## src/rtl/intc_agg_pkg.sv

```systemverilog
package intc_agg_pkg;
  localparam int unsigned DATA_W    = 32;
  localparam int unsigned WIN_BITS  = 13;   // window is 2**13 bytes
  localparam int unsigned GRP_LSB   = 8;    // group index in addr[11:8]
  localparam int unsigned GRP_BITS  = 4;
  localparam int unsigned BASE_BIT  = 12;   // group registers live at 0x1000 and up
  localparam int unsigned ST_BIT    = 2;    // status sits 4 bytes above enable
endpackage

```

## src/rtl/intc_agg_dec.sv

```systemverilog
module intc_agg_dec
  import intc_agg_pkg::*;
#(
  parameter int unsigned NGRP   = 9,
  parameter int unsigned ADDR_W = 16
) (
  input  logic [ADDR_W-1:0] addr_i,
  output logic [NGRP-1:0]   grp_oh_o,
  output logic              en_hit_o,
  output logic              st_hit_o
);
  localparam int unsigned HI_W = ADDR_W - WIN_BITS;

  logic [GRP_BITS-1:0] grp_idx;
  logic                in_win;
  logic                valid;

  assign grp_idx = addr_i[GRP_LSB +: GRP_BITS];
  assign in_win  = (addr_i[ADDR_W-1:WIN_BITS] == HI_W'(0));
  assign valid   = in_win && addr_i[BASE_BIT]
                && ({1'b0, grp_idx} < (GRP_BITS+1)'(NGRP))
                && (addr_i[GRP_LSB-1:ST_BIT+1] == '0)
                && (addr_i[ST_BIT-1:0] == '0);
  assign en_hit_o = valid && !addr_i[ST_BIT];
  assign st_hit_o = valid &&  addr_i[ST_BIT];

  for (genvar g = 0; g < NGRP; g++) begin : g_oh
    assign grp_oh_o[g] = valid && (grp_idx == GRP_BITS'(g));
  end
endmodule

```

## src/rtl/intc_agg_grp.sv

```systemverilog
module intc_agg_grp
  import intc_agg_pkg::*;
#(
  parameter int unsigned NSRC = 32
) (
  input  logic              clk,
  input  logic              rst_n,
  input  logic [NSRC-1:0]   src_i,
  input  logic              en_wr_i,
  input  logic              st_wr_i,
  input  logic [DATA_W-1:0] wdata_i,
  output logic [DATA_W-1:0] en_reg_o,
  output logic [NSRC-1:0]   status_o,
  output logic              irq_o
);
  logic [DATA_W-1:0] enr_q, enr_n;
  logic [NSRC-1:0]   acc_q, acc_n, mask_q, mask_n;
  logic [NSRC-1:0]   st_q, st_n, pend_q, pend_n;
  logic              irq_q, irq_n;
  logic              or_q, or_now, rise, upd;
  logic [DATA_W-1:0] chg;
  logic [NSRC-1:0]   sel;
  logic [NSRC-1:0]   wd_s;

  assign or_now = |src_i;
  assign rise   = or_now && !or_q;
  assign upd    = en_wr_i || st_wr_i || rise;
  assign wd_s   = wdata_i[NSRC-1:0];
  assign chg    = enr_q ^ wdata_i;

  // next state: bus write first, then the source event
  always_comb begin
    enr_n  = enr_q;
    acc_n  = acc_q;
    mask_n = mask_q;
    st_n   = st_q;
    pend_n = pend_q;
    irq_n  = irq_q;
    if (en_wr_i) begin
      enr_n = wdata_i;
      if (!((wdata_i == '0) && (acc_q == '0))) begin
        if ((acc_q | wd_s) != acc_q) begin
          acc_n = acc_q | wd_s;
        end else if ((chg & wdata_i) != '0) begin
          mask_n = mask_q & ~chg[NSRC-1:0];
        end else begin
          mask_n = mask_q | chg[NSRC-1:0];
        end
      end
    end
    if (st_wr_i) begin
      st_n = st_q & ~wd_s;
      if ((wdata_i != '1) && (st_n == '0)) begin
        if (pend_q != '0) begin
          st_n   = pend_q;
          pend_n = '0;
          irq_n  = 1'b1;
        end else begin
          irq_n  = 1'b0;
        end
      end
    end
    sel = src_i & acc_n;
    if (rise && (sel != '0)) begin
      if ((mask_n != '0) || (st_n != '0)) begin
        pend_n = pend_n | sel;
      end else begin
        st_n  = sel;
        irq_n = 1'b1;
      end
    end
  end

  always_ff @(posedge clk or negedge rst_n) begin
    if (!rst_n) begin
      or_q <= 1'b0;
    end else begin
      or_q <= or_now;
    end
  end

  always_ff @(posedge clk or negedge rst_n) begin
    if (!rst_n) begin
      enr_q  <= '0;
      acc_q  <= '0;
      mask_q <= '0;
      st_q   <= '0;
      pend_q <= '0;
      irq_q  <= 1'b0;
    end else if (upd) begin
      enr_q  <= enr_n;
      acc_q  <= acc_n;
      mask_q <= mask_n;
      st_q   <= st_n;
      pend_q <= pend_n;
      irq_q  <= irq_n;
    end
  end

  assign en_reg_o = enr_q;
  assign status_o = st_q;
  assign irq_o    = irq_q;


  irq_rise_chk: assert property (@(posedge clk) disable iff (!rst_n)
    $rose(irq_q) |-> (st_q != '0));

  en_sticky_chk: assert property (@(posedge clk) disable iff (!rst_n)
    ((acc_q & $past(acc_q)) == $past(acc_q)));

  pend_drain_chk: assert property (@(posedge clk) disable iff (!rst_n)
    ((pend_q == '0) && ($past(pend_q) != '0)) |-> $past(st_wr_i));

  irq_fall_chk: assert property (@(posedge clk) disable iff (!rst_n)
    $fell(irq_q) |-> $past(st_wr_i));
endmodule

```

## src/rtl/intc_agg.sv

```systemverilog
module intc_agg
  import intc_agg_pkg::*;
#(
  parameter int unsigned NGRP   = 9,
  parameter int unsigned NSRC   = 32,
  parameter int unsigned ADDR_W = 16
) (
  input  logic                 clk,
  input  logic                 rst_n,
  input  logic [ADDR_W-1:0]    addr_i,
  input  logic                 wr_en_i,
  input  logic [DATA_W-1:0]    wdata_i,
  input  logic                 rd_en_i,
  output logic [DATA_W-1:0]    rdata_o,
  input  logic [NGRP*NSRC-1:0] src_i,
  output logic [NGRP-1:0]      irq_o
);
  logic [1:0]        rst_sync_q;
  logic              rst_n_s;
  logic [NGRP-1:0]   grp_oh;
  logic              en_hit, st_hit, hit;
  logic [DATA_W-1:0] en_reg_a [NGRP];
  logic [NSRC-1:0]   st_a     [NGRP];
  logic [DATA_W-1:0] rd_mux;
  logic [DATA_W-1:0] rdata_q;

  // asynchronous assertion, synchronous release
  always_ff @(posedge clk or negedge rst_n) begin
    if (!rst_n) rst_sync_q <= 2'b00;
    else        rst_sync_q <= {rst_sync_q[0], 1'b1};
  end
  assign rst_n_s = rst_sync_q[1];

  intc_agg_dec #(.NGRP(NGRP), .ADDR_W(ADDR_W)) u_dec (
    .addr_i   (addr_i),
    .grp_oh_o (grp_oh),
    .en_hit_o (en_hit),
    .st_hit_o (st_hit)
  );
  assign hit = en_hit || st_hit;

  for (genvar g = 0; g < NGRP; g++) begin : g_grp
    intc_agg_grp #(.NSRC(NSRC)) u_grp (
      .clk      (clk),
      .rst_n    (rst_n_s),
      .src_i    (src_i[g*NSRC +: NSRC]),
      .en_wr_i  (wr_en_i && en_hit && grp_oh[g]),
      .st_wr_i  (wr_en_i && st_hit && grp_oh[g]),
      .wdata_i  (wdata_i),
      .en_reg_o (en_reg_a[g]),
      .status_o (st_a[g]),
      .irq_o    (irq_o[g])
    );
  end

  always_comb begin
    rd_mux = '0;
    for (int g = 0; g < NGRP; g++) begin
      if (grp_oh[g] && en_hit) rd_mux = en_reg_a[g];
      if (grp_oh[g] && st_hit) rd_mux = DATA_W'(st_a[g]);
    end
  end

  always_ff @(posedge clk or negedge rst_n_s) begin
    if (!rst_n_s)     rdata_q <= '0;
    else if (rd_en_i) rdata_q <= rd_mux;
  end
  assign rdata_o = rdata_q;


  oow_read_chk: assert property (@(posedge clk) disable iff (!rst_n_s)
    ($past(rd_en_i) && !$past(hit)) |-> (rdata_o == '0));

  grp_onehot_chk: assert property (@(posedge clk) disable iff (!rst_n_s)
    $onehot0(grp_oh) && (hit == (grp_oh != '0)));
endmodule

```

## config.mk

```make
export PLATFORM = sky130hd
export DESIGN_NAME = intc_agg
export DESIGN_NICKNAME = d
export VERILOG_FILES = /design/src/rtl/intc_agg_pkg.sv /design/src/rtl/intc_agg_dec.sv /design/src/rtl/intc_agg_grp.sv /design/src/rtl/intc_agg.sv
export SDC_FILE = /design/constraint.sdc
export NUM_CORES = 2
export LEC_CHECK = 0
export ABC_CLOCK_PERIOD_IN_PS = 58300
export CAP_MARGIN = 40
export CORE_UTILIZATION = 39
export CTS_BUF_LIST = sky130_fd_sc_hd__clkbuf_16
export DETAILED_ROUTE_END_ITERATION = 10
export PLACE_DENSITY = 0.54
export SLEW_MARGIN = 20
export SYNTH_ARGS = -nofsm -noshare
export SYNTH_HDL_FRONTEND = slang
export SYNTH_HIERARCHICAL = 1
export SYNTH_SLANG_ARGS = --single-unit
```

## constraint.sdc

```tcl
create_clock -name clk -period 58.3 [get_ports clk]
set_input_delay 8.745 -clock clk [delete_from_list [all_inputs] [get_ports clk]]
set_output_delay 8.745 -clock clk [all_outputs]
set_load 0.005 [all_outputs]
```

==> out/summary.json <==
{
  "p_leak_nw": 43.09,
  "syn-num-nets": 9369,
  "clockRootBuffer": "clkbuf_16",
  "cts_hold_buf": 0,
  "initial_utilization_pct": 39.29,
  "rsz_0062_raised_after_global_routing": "false",
  "fillCellCount": 20160,
  "synth_edf_count": 0,
  "post_synth.cell_area_avg_um2": 9.439,
  "outcome": "complete, no violations",
  "hold_path_class": "reg2async",
  "drt_first_pass_iters": 8,
  "rows": 168,
  "worst_path_clk_slew_ns": 0.06,
  "synthFlopType": "dfrtp_1",
  "vdd_drop_max_uv": 31.68,
  "post_synth_num_cell_types": 67,
  "syn_inst": 8741,
  "worst_path_most_repeated_cell": "buf_4",
  "slew_at_the_pin_closest_to_its_max_slew_limit_ns": 1.059,
  "fp.coreArea_um2": 210000,
  "tritoncts_clock_tree": "built",
  "grt_pass1_vias": 77630,
  "power.switching_fraction_pct": 26.42,
  "fmax_mhz": 69.48,
  "finalCritPeriodShare_pct": 24.69,
  "max_transition_viols_final": 0,
  "ctsResizeCount": 0,
  "grt_use_total_pct": 37.55,
  "post_route_cells_drive_above_1_share_pct": 7.286,
  "full_die_area_um2": 213400,
  "path_class": "in2reg",
  "setup_tns_ns": 0,
  "seq_power_share_pct": 45.1,
  "tritoncts_num_sinks": 1492,
  "layout_setup_ws_ns": 43.91,
  "synth_top_cell_by_area": "dfrtp_1",
  "worstSetupStartpointType": "input port",
  "holdWs_ns": 0.2017,
  "post-synth-top-area-fraction_pct": 45.25,
  "proportion_of_register_bits_with_asynchronous_set_or_reset_after_synthesis_pct": 100.0,
  "dpl.hpwl_um": 293300,
  "critPathSlowestCell": "buf_4",
  "switching_power_summed_over_all_nets_w": 0.0006073,
  "seq_area_frac_synth_pct": 45.25,
  "intPower_w": 0.001691,
  "dr_total_vias": 81060,
  "post_cts.repair.setup_buffers": 0,
  "io_buffer_count": 380,
  "antenna_left": 0,
  "synthToLayoutAreaGrowth_pct": 16.18,
  "max_stage_delay_ns": 0.64,
  "final.min_clock_period_ns": 14.39,
  "fin_nets": 9708,
  "clock_insertion_delay_worst_skew_ns": 0.85,
  "power-per-cell-area_nw_per_um2": 23.98,
  "cts-htree-levels": 4,
  "critical_path.endpoint_type": "flop",
  "grt_overflow": 0,
  "grt_first_pass_wirelength_um": 578200,
  "relSlewSlack_pct": 27.54,
  "combinational_cell_fraction_of_total_power_pct": 7.5,
  "power.clock.fraction_pct": 47.4,
  "placed_cells": 11700,
  "netlist_top_cells_area": "dfrtp_1, o21ai_0, ha_1, nor4_1, a32o_1",
  "crit_path_max_fanout": 77,
  "drc_violation_count_after_routing": 0,
  "critical_path.cell_chain": "clkdlybuf4s50_1 > nor4b_4 > nand3_2 > nor3_2 > buf_4 > buf_4 > and3_2 > buf_4 > or4b_2 > buf_4 > a2111oi_1 > o221ai_1 > nor4b_2 > a31oi_2 > buf_4 > a32o_1",
  "pre_cts_ws_ns": 43.27,
  "routedWlPerCell_um": 34.00,
  "cp_data_arrival_time_ns": 15.10,
  "cts-buffers-inserted": 177,
  "hold_viol_final": 0,
  "die_height_um": 462.0,
  "finClkSkew_ns": 0.03445,
  "post_route_design_area_um2": 95860,
  "setup_viol_count_final": 0,
  "synthMostInstantiatedCell": "dfrtp_1",
  "drt_first_iter_violations": 11210,
  "max_cap_violations": 0,
  "placed_area_um2": 90180,
  "die_x_um": 462.0,
  "layout.cells.non_filler": 12050,
  "floorplan.io_pins": 381,
  "drt-total-wl_um": 409600,
  "routed_via_density": 6.730,
  "ys.warnings.count": 6,
  "ctsLongestPathBuffers": 3,
  "grt_antenna_before_repair": 22,
  "post_synthesis_sequential_element_count": 1492,
  "gpl_congestion": 1.028,
  "ys_top_cells_by_count": "dfrtp_1, o21ai_0, nand2_1",
  "worst-endpoint-required_ns": 59.00,
  "maximum_number_of_pins_on_one_net_before_global_route_repair": 158,
  "mappedNetlistArea_um2": 82510
}
flip-flops by register name (all words and copies together), names as in the netlist, 9 cells and up:
name and cells:
g_grp.u_grp/acc_q 288, g_grp.u_grp/en_reg_o 288, g_grp.u_grp/mask_q 288, g_grp.u_grp/pend_q 288, g_grp.u_grp/status_o 288, rdata_o 32
g_grp.u_grp/irq_o 9, g_grp.u_grp/or_q 9
metal layers:
| layer | vias to the layer above | global-route usage, % | part of all wire (%) |
|---|---|---|---|
| li1 | 34190 | - | - |
| met1 | 40680 | 51.03 | 41 |
| met2 | 5030 | 55.59 | 43 |
| met3 | 1158 | 7.960 | 9.8 |
| met4 | 10 | 20.46 | 6.2 |
| met5 | - | 0 | 0.020 |
placed cells by master (no fill, tap or decap), types with 20 or more instances in the layout:
master           netlist  routed
a2111oi_0             45      45
a21boi_0             225     225
a21o_1               330     330
a21oi_1              538     538
a221oi_1              82      82
a22o_1                81      81
a22oi_1              190     190
a32o_1               288     288
and3_1                36      25
buf_16                 0      20
buf_2                 61      30
buf_4                  1     221
clkbuf_16              0     180
clkdlybuf4s50_1        0     347
clkinv_1               9      50
clkinv_2               0      26
dfrtp_1             1492    1491
ha_1                 288     288
inv_1                496     542
nand2_1              746     746
nand2b_1             275     275
nand3_1               30      29
nand4_1              261     261
nor2_1               123     121
nor2b_1              226     226
nor3_1                43      38
nor4_1               530     522
o2111ai_1             90      90
o211ai_1              27      27
o21a_1                91      91
o21ai_0              754     754
o21ai_1              307     306
o221ai_1              40      40
o22ai_2               30      30
o31a_1                31      31
o31ai_1              281     281
o32a_1                27      27
o32ai_1               32      31
stage by stage:
step	utilization (%)	power, W
2_1_floorplan	-	0.001101
3_3_place_gp	42.47	0.001217
3_5_place_dp	42.94	0.001220
4_1_cts	45.56	0.002304
5_1_grt	45.63	0.002353
6_report	45.65	0.002298
power groups by stage:
| stage | Sequential, W | Clock (W) | Combinational, W |
|---|---|---|---|
| floorplan | 0.00107 | 0 | 0.0000293 |
| global placement | 0.00106 | 0 | 0.000161 |
| detailed placement | 0.00105 | 0 | 0.000165 |
| CTS | 0.00104 | 0.00110 | 0.000166 |
| global route | 0.00104 | 0.00114 | 0.000176 |
| finish | 0.00104 | 0.00109 | 0.000172 |
path summary, 6_finish.rpt:
path	from	end	slack, ns	cells after the start
setup / recovery	addr_i[7]	g_grp[4].u_grp/pend_q[5]$_DFFE_PN0N_	43.91	16
hold / removal	rst_sync_q[1]$_DFF_PN0_	g_grp[0].u_grp/acc_q[20]$_DFFE_PN0N_	0.20	0
setup reg to reg	g_grp[5].u_grp/acc_q[23]$_DFFE_PN0N_	g_grp[5].u_grp/pend_q[25]$_DFFE_PN0N_	53.31	11
hold reg to reg	rst_sync_q[1]$_DFF_PN0_	g_grp[0].u_grp/acc_q[20]$_DFFE_PN0N_	0.20	0
max in group asynchronous	rst_n	rst_sync_q[1]$_DFF_PN0_	50.11	1
min in group clk	rst_sync_q[0]$_DFF_PN0_	rst_sync_q[1]$_DFF_PN0_	0.35	0
cell families after synthesis:
kind of cell / Yosys count / share of synthesized area [%]
AOI/OAI and AO/OA: 3578 / 29.67
buffers and inverters: 999 / 4.942
DFF: 1492 / 45.25
and+or+nand+nor: 2383 / 15.76
adders and majority gates: 288 / 4.367
other: 1 / 0.004545
layout make-up:
| cell class | instances | area (µm²) | area share [%] |
|---|---|---|---|
| multi-input combinational | 6250 | 41220 | 43.00 |
| sequential | 1492 | 37340 | 38.95 |
| antenna | 17 | 42.54 | 0.04438 |
| tap | 2805 | 3510 | 3.661 |
| clock inverter | 142 | 996.0 | 1.039 |
| inverter | 506 | 1901 | 1.983 |
| clock buffer | 180 | 4504 | 4.699 |
| timing repair buffer | 653 | 6345 | 6.619 |
critical path: cells and delay by family:
family | cells | cell delay [ns]
buffers and inverters | 6 | 2.80
AND/OR/NAND/NOR | 6 | 2.32
AO/OA/AOI/OAI | 4 | 1.08
(Power assumes the default switching activity.)
